--- config.mk ---
export PLATFORM = sky130hd
export DESIGN_NAME = tx_scan_mux
export DESIGN_NICKNAME = d
export VERILOG_FILES = /design/src/rtl/tx_scan_pkg.sv /design/src/rtl/tx_line_timer.sv /design/src/rtl/tx_scan_core.sv /design/src/rtl/tx_scan_mux.sv
export SDC_FILE = /design/constraint.sdc
export NUM_CORES = 1
export LEC_CHECK = 0
export BUFFER_PORTS_ARGS = -buffer_cell sky130_fd_sc_hd__buf_2
export CAP_MARGIN = 20
export CORE_ASPECT_RATIO = 1.75
export CORE_UTILIZATION = 30
export DETAILED_ROUTE_END_ITERATION = 8
export PLACE_DENSITY_LB_ADDON = 0.3
export SKIP_CTS_REPAIR_TIMING = 1
export SLEW_MARGIN = 20
export SYNTH_ARGS = -nofsm -noshare
export SYNTH_HDL_FRONTEND = slang
export SYNTH_SLANG_ARGS = --single-unit
--- constraint.sdc ---
create_clock -name clk_i -period 4.2 [get_ports clk_i]
set_input_delay 0.63 -clock clk_i [delete_from_list [all_inputs] [get_ports clk_i]]
set_output_delay 0.63 -clock clk_i [all_outputs]
set_load 0.02 [all_outputs]
--- src/rtl/tx_scan_pkg.sv ---
package tx_scan_pkg;
  typedef enum logic [1:0] {
    REG_CSR  = 2'd0,
    REG_TCR  = 2'd1,
    REG_TDR  = 2'd2,
    REG_NONE = 2'd3
  } reg_sel_e;

  localparam int CSR_CLR_BIT  = 4;
  localparam int CSR_SCAN_BIT = 5;
  localparam int CSR_LINE_LSB = 8;
  localparam int CSR_TIE_BIT  = 14;
  localparam int CSR_RDY_BIT  = 15;
endpackage

--- src/rtl/tx_line_timer.sv ---
module tx_line_timer #(
  parameter int CHAR_CYCLES = 6
) (
  input  logic clk_i,
  input  logic rst_ni,
  input  logic clr_i,
  input  logic load_i,
  output logic busy_o
);
  localparam int CW = $clog2(CHAR_CYCLES + 1);

  logic [CW-1:0] cnt_q;

  always_ff @(posedge clk_i or negedge rst_ni) begin
    if (!rst_ni)              cnt_q <= '0;
    else if (clr_i)           cnt_q <= '0;
    else if (load_i)          cnt_q <= CW'(CHAR_CYCLES);
    else if (cnt_q != '0)     cnt_q <= cnt_q - CW'(1);
  end

  assign busy_o = (cnt_q != '0);

  AST_ONE_CHAR: assert property (@(posedge clk_i) disable iff (!rst_ni)
    load_i |-> !busy_o);
  AST_BUSY_AFTER_LOAD: assert property (@(posedge clk_i) disable iff (!rst_ni)
    (load_i && !clr_i) |=> busy_o);
endmodule

--- src/rtl/tx_scan_core.sv ---
module tx_scan_core #(
  parameter int NUM_LINES = 4,
  localparam int LW = $clog2(NUM_LINES)
) (
  input  logic                 clk_i,
  input  logic                 rst_ni,
  input  logic                 clr_i,
  input  logic                 scan_en_i,
  input  logic [NUM_LINES-1:0] en_i,
  input  logic [NUM_LINES-1:0] busy_i,
  input  logic                 wr_i,
  output logic                 rdy_o,
  output logic [LW-1:0]        line_o,
  output logic                 load_o
);
  logic          rdy_q;
  logic [LW-1:0] ptr_q, ptr_nxt;
  logic          cur_en, cur_busy;

  assign cur_en   = en_i[ptr_q];
  assign cur_busy = busy_i[ptr_q];
  assign ptr_nxt  = (ptr_q == LW'(NUM_LINES - 1)) ? '0 : ptr_q + LW'(1);

  always_ff @(posedge clk_i or negedge rst_ni) begin
    if (!rst_ni) begin
      rdy_q <= 1'b0;
      ptr_q <= '0;
    end else if (clr_i) begin
      rdy_q <= 1'b0;
      ptr_q <= '0;
    end else if (!scan_en_i) begin
      rdy_q <= 1'b0;
    end else if (rdy_q) begin
      // leave on mask clear or after the data write
      if (!cur_en || wr_i) begin
        rdy_q <= 1'b0;
        ptr_q <= ptr_nxt;
      end
    end else if (cur_en && !cur_busy) begin
      rdy_q <= 1'b1;
    end else begin
      ptr_q <= ptr_nxt;
    end
  end

  assign rdy_o  = rdy_q;
  assign line_o = ptr_q;
  assign load_o = rdy_q && scan_en_i && !clr_i && cur_en && wr_i;

  AST_HOLD_READY: assert property (@(posedge clk_i) disable iff (!rst_ni)
    (rdy_q && scan_en_i && !clr_i && cur_en && !wr_i) |=> (rdy_q && $stable(ptr_q)));
  AST_DROP_DISABLED: assert property (@(posedge clk_i) disable iff (!rst_ni)
    (rdy_q && !cur_en) |=> !rdy_q);
  AST_SCAN_OFF: assert property (@(posedge clk_i) disable iff (!rst_ni)
    !scan_en_i |=> !rdy_q);
  AST_READY_ON_IDLE: assert property (@(posedge clk_i) disable iff (!rst_ni)
    $rose(rdy_q) |-> $past(en_i[ptr_q] && !busy_i[ptr_q]));
endmodule

--- src/rtl/tx_scan_mux.sv ---
module tx_scan_mux
  import tx_scan_pkg::*;
#(
  parameter int NUM_LINES   = 4,
  parameter int DATA_W      = 8,
  parameter int REG_W       = 16,
  parameter int CHAR_CYCLES = 6,
  parameter int CLR_CYCLES  = 3,
  localparam int LW = $clog2(NUM_LINES)
) (
  input  logic                 clk_i,
  input  logic                 rst_ni,
  input  logic                 reg_req_i,
  input  logic                 reg_we_i,
  input  logic [1:0]           reg_addr_i,
  input  logic [REG_W-1:0]     reg_wdata_i,
  output logic [REG_W-1:0]     reg_rdata_o,
  output logic                 irq_o,
  output logic                 tx_valid_o,
  output logic [LW-1:0]        tx_line_o,
  output logic [DATA_W-1:0]    tx_data_o,
  output logic [NUM_LINES-1:0] line_busy_o
);
  localparam int CCW = $clog2(CLR_CYCLES + 1);

  reg_sel_e              sel;
  logic [NUM_LINES-1:0]  tcr_q;
  logic                  scan_en_q, tie_q;
  logic [CCW-1:0]        clr_cnt_q;
  logic                  clearing, wr_any, csr_wr, tcr_wr, tdr_wr;
  logic                  rdy, load;
  logic [LW-1:0]         cur_line;
  logic [NUM_LINES-1:0]  busy;
  logic                  tx_valid_q;
  logic [LW-1:0]         tx_line_q;
  logic [DATA_W-1:0]     tx_data_q;

  assign sel      = reg_sel_e'(reg_addr_i);
  assign clearing = (clr_cnt_q != '0);
  assign wr_any   = reg_req_i && reg_we_i && !clearing;
  assign csr_wr   = wr_any && (sel == REG_CSR);
  assign tcr_wr   = wr_any && (sel == REG_TCR);
  assign tdr_wr   = wr_any && (sel == REG_TDR);

  always_ff @(posedge clk_i or negedge rst_ni) begin
    if (!rst_ni) begin
      tcr_q     <= '0;
      scan_en_q <= 1'b0;
      tie_q     <= 1'b0;
      clr_cnt_q <= '0;
    end else if (clearing) begin
      tcr_q     <= '0;
      scan_en_q <= 1'b0;
      tie_q     <= 1'b0;
      clr_cnt_q <= clr_cnt_q - CCW'(1);
    end else if (csr_wr) begin
      if (reg_wdata_i[CSR_CLR_BIT]) begin
        tcr_q     <= '0;
        scan_en_q <= 1'b0;
        tie_q     <= 1'b0;
        clr_cnt_q <= CCW'(CLR_CYCLES);
      end else begin
        scan_en_q <= reg_wdata_i[CSR_SCAN_BIT];
        tie_q     <= reg_wdata_i[CSR_TIE_BIT];
      end
    end else if (tcr_wr) begin
      tcr_q <= reg_wdata_i[NUM_LINES-1:0];
    end
  end

  tx_scan_core #(.NUM_LINES(NUM_LINES)) u_core (
    .clk_i     (clk_i),
    .rst_ni    (rst_ni),
    .clr_i     (clearing),
    .scan_en_i (scan_en_q),
    .en_i      (tcr_q),
    .busy_i    (busy),
    .wr_i      (tdr_wr),
    .rdy_o     (rdy),
    .line_o    (cur_line),
    .load_o    (load)
  );

  for (genvar g = 0; g < NUM_LINES; g++) begin : g_line
    tx_line_timer #(.CHAR_CYCLES(CHAR_CYCLES)) u_timer (
      .clk_i  (clk_i),
      .rst_ni (rst_ni),
      .clr_i  (clearing),
      .load_i (load && (cur_line == LW'(g))),
      .busy_o (busy[g])
    );
  end

  always_ff @(posedge clk_i or negedge rst_ni) begin
    if (!rst_ni) begin
      tx_valid_q <= 1'b0;
      tx_line_q  <= '0;
      tx_data_q  <= '0;
    end else begin
      tx_valid_q <= load;
      if (load) begin
        tx_line_q <= cur_line;
        tx_data_q <= reg_wdata_i[DATA_W-1:0];
      end
    end
  end

  always_comb begin
    reg_rdata_o = '0;
    unique case (sel)
      REG_CSR: begin
        reg_rdata_o[CSR_RDY_BIT]            = rdy;
        reg_rdata_o[CSR_TIE_BIT]            = tie_q;
        reg_rdata_o[CSR_LINE_LSB +: LW]     = cur_line;
        reg_rdata_o[CSR_SCAN_BIT]           = scan_en_q;
        reg_rdata_o[CSR_CLR_BIT]            = clearing;
      end
      REG_TCR: reg_rdata_o[NUM_LINES-1:0] = tcr_q;
      default: reg_rdata_o = '0;
    endcase
  end

  assign irq_o       = rdy && tie_q;
  assign tx_valid_o  = tx_valid_q;
  assign tx_line_o   = tx_line_q;
  assign tx_data_o   = tx_data_q;
  assign line_busy_o = busy;

  AST_CLR_QUIET: assert property (@(posedge clk_i) disable iff (!rst_ni)
    clearing |-> !irq_o);
  AST_CLR_ZEROES: assert property (@(posedge clk_i) disable iff (!rst_ni)
    $rose(clearing) |-> (tcr_q == '0 && !scan_en_q && !tie_q));
  AST_TX_TO_ENABLED: assert property (@(posedge clk_i) disable iff (!rst_ni)
    $rose(tx_valid_o) |-> busy[tx_line_o]);
endmodule

==> results of run 1 <==
-- routing by layer --
layer	vias to the layer above	global-route usage (%)
li1	736	-
met1	691	14.3
met2	36	24.8
met3	7	1.69
met4	0	5.98
met5	-	0
-- worst register-to-register path: stages, from the launching register on --
cell and delay [ns]:
dfrtp_1 0.39, inv_1 0.06, ha_1 0.13, buf_4 0.25
nand4b_1 0.15, nor2_1 0.13, nand4_2 0.35, inv_2 0.35
nand2_1 0.16, and3_1 0.18
-- metrics by stage --
step,hold slack (ns),cell area [µm²],setup WS [ns],power (µW),util [%]
floorplan,0.334,1940,2.22,505,-
global placement,0.456,2130,1.91,552,34.5
detailed placement,0.459,2130,1.90,555,34.5
CTS,0.442,2230,1.90,807,36.0
global route,0.477,2230,1.65,841,36.0
finish,0.414,2230,1.95,792,36.0
-- kinds of logic after synthesis --
| kind of cell | after synthesis | synth area share (%) |
|---|---|---|
| multiplexers | 7 | 4.30 |
| AO/OA/AOI/OAI | 29 | 9.57 |
| other | 1 | 0.195 |
| AND/OR/NAND/NOR | 85 | 21.9 |
| adder cells (fa/ha/maj) | 13 | 8.46 |
| flip-flops | 34 | 44.3 |
| buffers and inverters | 35 | 9.44 |
| XOR/XNOR | 4 | 1.82 |
-- cell type report --
type | instances | share of cell area, %
Multi-Input combinational cell | 144 | 40.8
Timing Repair Buffer | 41 | 9.33
Clock inverter | 1 | 0.225
Tap cell | 80 | 4.50
Sequential cell | 34 | 38.2
Clock buffer | 7 | 3.88
Inverter | 18 | 3.04
-- report_power, final --
group,switching [µW],internal [µW]
Sequential,16.4,353
Clock,116,132
Combinational,109,66.0
-- flip-flops by register name, indices dropped and copies added (netlist names) --
register,flops
tx_valid_o,1
tx_line_o,2
tie_q,1
u_core.line_o,2
clr_cnt_q,2
tcr_q,4
g_line.u_timer.cnt_q,12
scan_en_q,1
tx_data_o,8
u_core.rdy_o,1
-- cells in the final DEF, fill, tap and decap left out, drive strengths merged, types with 4 or more instances in the layout --
cell,n
and2,8
nand2b,4
a21boi,10
and3,5
nand2,41
mux2i,6
buf,41
o21ai,12
nor2,7
dfrtp,34
nor3,6
xnor2,4
nand3,5
inv,18
clkbuf,7
ha,13
conb,6
-- how the worst max path moves through the flow --
stage,end,slack (ns)
floorplan,reg_rdata_o[4],2.22
global placement,g_line[3].u_timer.cnt_q[0],1.91
detailed placement,g_line[3].u_timer.cnt_q[0],1.90
CTS,g_line[3].u_timer.cnt_q[0],1.90
global route,g_line[3].u_timer.cnt_q[0],1.65
finish,g_line[3].u_timer.cnt_q[0],1.95
==> flow_summary.toml, run 1 <==
[run_status]
status = "finished, final reports clean"

[global_routing]
grt_antenna_before_repair = 0
grt_overflow = 0
grt.total_usage_pct = 13.2
grt_max_degree = 35
grt_pass1_vias = 1438
grt_pass1_wl_um = 6870

[cells_and_area]
final_nets = 279
syn2layout_area_growth_pct = 15.8
antenna_cells = 0
fillCellCount = 681
seq_area_um2 = 851
multi_input_area_um2 = 908
fin_cells = 325
layout-drive-gt1-share_pct = 21.2

[setup_path]
startpoint_type = "register"
r2r-end = "g_line[3].u_timer.cnt_q[0]"
arrival_ns = 2.42
endpoint_kind = "register"
r2r_start = "clr_cnt_q[0]"
slowest_delay_ns = 0.39
critical_path_class = "reg -> reg"
r2r_slack_ns = 1.95
path_max_fanout = 26
critical_path.startpoint = "clr_cnt_q[0]"
worstRegToRegCells = 9
worstPathRequired_ns = 4.37
crit_cells = 9
path_cells = "inv_1 -> ha_1 -> buf_4 -> nand4b_1 -> nor2_1 -> nand4_2 -> inv_2 -> nand2_1 -> and3_1"
crit_family = "simple AND/OR/NAND/NOR gates"
crit_slowest_cell = "dfrtp_1"
worstPathBufferInverterCount = 3

[timing]
hold_violations = 0
finalSetupViolations = 0
rsz0062_at_grt = "no"
fmaxAchievable_ghz = 0.444
setup_tns_ns = 0
post-route-period-util_pct = 53.6
final-max-slew-violation-count = 0
finalCriticalPeriod_ns = 2.25
worst_pin_slew_ns = 0.772
slew_headroom_pct = 48.1
fin_skew_ns = 0.00592

[logic_synthesis]
synth_most_common_cell = "nand2_1"
synthTopCellsByCount = "40 x nand2_1, 34 x dfrtp_1, 17 x inv_1, 13 x ha_1, 12 x o21ai_0"
synth_seq_cells = 34
ys_types = 35
synth_cells = 208
synth_edf_count = 0
postSynth.asyncResetShare_pct = 100
synth_top_cells_by_area = "dfrtp_1 44%, ha_1 8.5%, nand2_1 7.8%"
synth_top_area_share_pct = 44.3
syn_area_mm2 = 0.00192
synth_top_flop_cell = "dfrtp_1"
synth_largest_area_cell = "dfrtp_1"
ys_warn_count = 0
yosysSeqAreaShare_pct = 44.3
avgSynthCellArea_um2 = 9.24

[drt]
drc = 0
first_pass_iters = 4
drt-vias-per-instance = 4.52
wl_per_cell_um = 12.5
drt_wl_total_um = 4060
wl_met1_um = 1670
route.met2.wl_um = 2200
postRouteAntennaNets = 0
met3WireLength_um = 121
via_count = 1470
first_iter_violations = 40
routed.top_layer = "met4"

[worst_hold_path]
hold_path.class = "in -> async"

[floorplanning]
core_mm2 = 0.00618
fp.dieW_um = 62.5
pin_count = 54
initial_core_util_pct = 31.1
die_h_um = 108
rows = 38
die_area_mm2 = 0.00674

[placed_design]
portBuffers = 40
dp_cells = 317
place_congestion = 0.723
place_hpwl_um = 2990

[flow_run]
cap_violations = 0

[clocking]
htreeDepth = 2
clockBufferDepth = 2
clock_latency_ns = 0.28
clkSlewWorstSetupHoldPaths_ns = 0.07
clock_sinks = 34
cts_buffers = 5
root_buffer = "clkbuf_8"
tritoncts = "built"

[pwr]
power.density_mw_per_mm2 = 356
ir_drop_mv = 0.245
leakagePower_uw = 0.00118
No activity file was read; power rests on OpenSTA's default activity.
==> run 2: changes to the inputs <==
- clock period: 4.2 -> 2 ns (I/O delays scaled with it)
==> flow_summary.toml, run 2 (synthesis gave the netlist of run 1 again) <==
[setup_path]
slowest_delay_ns = 0.37
r2r-end = "u_core.line_o[0]"
r2r_slack_ns = 0.28
crit_cells = 5
worstPathRequired_ns = 1.70
worstRegToRegCells = 4
endpoint_kind = "primary output"
arrival_ns = 1.45
worstPathBufferInverterCount = 3
r2r_start = "u_core.line_o[0]"
crit_family = "buffers and inverters"
path_max_fanout = 25
crit_slowest_cell = "dfrtp_1"
critical_path_class = "reg -> out"
path_cells = "inv_1 -> ha_1 -> buf_4 -> nor3_1 -> buf_2"
startpoint_type = "register"

[cells_and_area]
largest-register = "g_line.u_timer.cnt_q"
antenna_cells = 0
syn2layout_area_growth_pct = 16.6
final_nets = 281
fillCellCount = 683
largest_register_ffs = 12
layout-drive-gt1-share_pct = 21.9
final_area_mm2 = 0.00224
layout_common_cells = "40 x nand2_1, 40 x buf_2, 34 x dfrtp_1"

[pwr]
leakagePower_uw = 0.00119
ir_drop_mv = 0.498
power.internal_uw = 1170
pwr-share-seq_pct = 46.2
pwr-share-clk_pct = 30.7
p_sw_uw = 518
power_frac_comb_pct = 23.1
swShare_pct = 30.7
power.density_mw_per_mm2 = 754

[flow_run]
cap_violations = 0

[drt]
drt-vias-per-instance = 4.55
wl_per_cell_um = 12.5
postRouteAntennaNets = 0
drc = 0
via_count = 1489
first_iter_violations = 14
drt_wl_total_um = 4090
first_pass_iters = 4

[clocking]
tritoncts = "built"
root_buffer = "clkbuf_8"
cts_buffers = 5
clock_latency_ns = 0.28
clkSlewWorstSetupHoldPaths_ns = 0.07
htreeDepth = 2
clockBufferDepth = 2
clock_sinks = 34

[timing]
final-max-slew-violation-count = 0
fmaxAchievable_ghz = 0.570
slew_headroom_pct = 49.2
finalCriticalPeriod_ns = 1.75
post-route-period-util_pct = 87.7
rsz0062_at_grt = "no"
fin_skew_ns = 0.00633
finalSetupViolations = 0
hold_violations = 0
setup_tns_ns = 0
worst_pin_slew_ns = 0.763

[global_routing]
grt_max_degree = 35
grt_antenna_before_repair = 0
grt.total_usage_pct = 13.8
grt_overflow = 0
grt_pass1_vias = 1513
grt_pass1_wl_um = 7210

[floorplanning]
initial_core_util_pct = 31.1
rows = 38
pin_count = 54
die_h_um = 108
die_area_mm2 = 0.00674
fp.dieW_um = 62.5
core_mm2 = 0.00618

[placed_design]
portBuffers = 40
place_congestion = 0.702
place_hpwl_um = 3010
placed_cell_area_mm2 = 0.00215

[worst_hold_path]
hold_path.class = "in -> async"

[run_status]
status = "finished, final reports clean"
## run 2: cell types whose count changed in the layout (fill, tap and decap cells not counted)
| cell | previous run | this run |
|---|---|---|
| buf_4 | 1 | 3 |
## run 2: worst max-delay path by stage
stage	from	end	slack, ns
2_1_floorplan	clr_cnt_q[0]	reg_rdata_o[4]	0.35
3_3_place_gp	u_core.line_o[0]	g_line[3].u_timer.cnt_q[0]	0.29
3_5_place_dp	clr_cnt_q[0]	g_line[3].u_timer.cnt_q[0]	0.29
4_1_cts	clr_cnt_q[0]	reg_rdata_o[4]	0.22
5_1_grt	g_line[2].u_timer.cnt_q[0]	u_core.line_o[1]	0.11
6_report	clr_cnt_q[0]	reg_rdata_o[4]	0.25
## run 2: metrics by stage
| stage | hold slack, ns | setup WS (ns) | power, µW | util [%] | instances |
|---|---|---|---|---|---|
| after detailed placement | 0.425 | 0.286 | 1180 | 34.8 | 319 |
| after floorplan | 0.00441 | 0.346 | 1060 | - | 213 |
| after CTS | 0.109 | 0.224 | 1710 | 36.3 | 327 |
| final | 0.0772 | 0.245 | 1690 | 36.3 | 327 |
| after global placement | 0.424 | 0.286 | 1170 | 34.8 | 319 |
| after global routing | 0.138 | 0.112 | 1800 | 36.3 | 327 |
## run 2: layout make-up
cell class / instances / area [µm²] / share of cell area (%)
repair buffers: 43 / 223 / 9.94
inverters: 18 / 67.6 / 3.02
multi-input cells: 144 / 908 / 40.5
clock buffers: 7 / 86.3 / 3.85
clock inverters: 1 / 5.00 / 0.223
flip-flops and latches: 34 / 851 / 38.0
well taps: 80 / 100 / 4.47
## run 2: layer usage
layer	share of wire [%]	vias up	GRT usage, %
met5	0	-	0
met4	2.1	0	6.48
met2	54	33	25.3
met1	42	710	15.5
li1	-	740	-
met3	2.3	6	1.59
## run 2: power groups by stage
stage          Combinational [µW]  Clock [µW]  Sequential, µW
5_1_grt                       440         573             785
6_report                      391         519             780
3_5_place_dp                  393           0             791
3_3_place_gp                  384           0             790
2_1_floorplan                 285           0             776
4_1_cts                       396         536             779
==> run 3: changes to the inputs <==
- PLACE_DENSITY: default -> 0.63
- PLACE_DENSITY_LB_ADDON: 0.3 -> default
==> flow_summary.toml, run 3 (synthesis gave the netlist of run 1 again) <==
[floorplanning]
rows = 38
initial_core_util_pct = 31.1
core_mm2 = 0.00618
fp.dieW_um = 62.5
pin_count = 54
die_area_mm2 = 0.00674
die_h_um = 108

[drt]
drc = 0
wl_per_cell_um = 12.1
first_pass_iters = 4
via_count = 1492
drt_wl_total_um = 3970
postRouteAntennaNets = 0
drt-vias-per-instance = 4.56
first_iter_violations = 23

[clocking]
clkSlewWorstSetupHoldPaths_ns = 0.06
root_buffer = "clkbuf_8"
htreeDepth = 2
clock_sinks = 34
tritoncts = "built"
cts_buffers = 5
clock_latency_ns = 0.28
clockBufferDepth = 2

[setup_path]
endpoint_kind = "primary output"
slowest_delay_ns = 0.37
path_cells = "inv_1 -> ha_1 -> buf_4 -> nor3_1 -> buf_2"
critical_path_class = "reg -> out"
worstPathRequired_ns = 1.70
arrival_ns = 1.47
crit_slowest_cell = "dfrtp_1"
startpoint_type = "register"
path_max_fanout = 25

[global_routing]
grt_pass1_vias = 1481
grt_pass1_wl_um = 6580
grt_antenna_before_repair = 0
grt.total_usage_pct = 12.5
grt_overflow = 0
grt_max_degree = 35

[placed_design]
place_ws_ns = 0.279
dp_cells = 320
place_congestion = 0.754
placed_cell_area_mm2 = 0.00216
portBuffers = 40
place_hpwl_um = 3010

[timing]
worst_pin_slew_ns = 0.761
finalCriticalPeriod_ns = 1.77
rsz0062_at_grt = "no"
hold_violations = 0
fin_ws_ns = 0.229
post-route-period-util_pct = 88.5
finalSetupViolations = 0
fin_skew_ns = 0.00212
slew_headroom_pct = 49.3
fmaxAchievable_ghz = 0.565
final-max-slew-violation-count = 0
setup_tns_ns = 0

[pwr]
leakagePower_uw = 0.00118
pwr-share-clk_pct = 28.9
power.density_mw_per_mm2 = 734
power.internal_uw = 1130
power.total_uw = 1640
pwr-share-seq_pct = 47.4
p_sw_uw = 507
swShare_pct = 30.9
ir_drop_mv = 0.428
power_frac_comb_pct = 23.7

[run_status]
status = "finished, final reports clean"

[cells_and_area]
fin_cells = 327
antenna_cells = 0
final_area_mm2 = 0.00223
largest_register_ffs = 12
final_nets = 282
syn2layout_area_growth_pct = 16.2
layout-drive-gt1-share_pct = 21.5
largest-register = "g_line.u_timer.cnt_q"
fillCellCount = 680
layout_common_cells = "40 x nand2_1, 40 x buf_2, 34 x dfrtp_1"

[worst_hold_path]
hold_path.class = "in -> async"

[flow_run]
cap_violations = 0
## run 3: through the flow
stage	utilization, %	hold slack (ns)
after global routing	36.1	0.148
after detailed placement	34.9	0.422
after floorplan	-	0.00441
final	36.1	0.0864
after CTS	36.1	0.117
after global placement	34.9	0.420
## run 3: power by group through the flow
stage               Combinational [µW]  Sequential (µW)  Clock (µW)
CTS                                391              778         486
global route                       440              784         505
finish                             389              777         474
detailed placement                 387              791           0
floorplan                          285              776           0
global placement                   382              789           0
## run 3: layout make-up
cell class / instances / area, µm² / share of cell area, %
Tap cell: 80 / 100 / 4.48
Inverter: 18 / 67.6 / 3.03
Multi-Input combinational cell: 144 / 908 / 40.7
Clock buffer: 7 / 76.3 / 3.42
Sequential cell: 34 / 851 / 38.1
Timing Repair Buffer: 44 / 230 / 10.3
## run 3: worst paths after layout
check | from | to | slack (ns) | cells after the start
max in group asynchronous | rst_ni | tx_line_o[0] | 1.43 | 1
min in group clk_i | reg_wdata_i[7] | tx_data_o[7] | 0.21 | 3
setup reg to reg | clr_cnt_q[0] | g_line[0].u_timer.cnt_q[0] | 0.27 | 7
hold reg to reg | tx_data_o[2] | tx_data_o[2] | 0.47 | 2
hold / removal | rst_ni | g_line[3].u_timer.cnt_q[0] | 0.09 | 1
setup / recovery | clr_cnt_q[0] | reg_rdata_o[4] | 0.23 | 5
## run 3: critical path: cells and delay by family (launching register included)
kind	cells	cell delay, ns
buffers and inverters	3	0.45
flip-flops	1	0.37
adder cells (fa/ha/maj)	1	0.22
AND/OR/NAND/NOR	1	0.14
## run 3: routing by layer
layer  global-route usage [%]  part of all wire (%)  vias up  wire [µm]
li1                         -                     -      744          -
met1                     12.7                    40      697       1580
met5                        0                     0        -          0
met4                     6.81                   2.7        0        109
met2                     24.1                    55       39       2170
met3                     1.38                   2.9       12        117
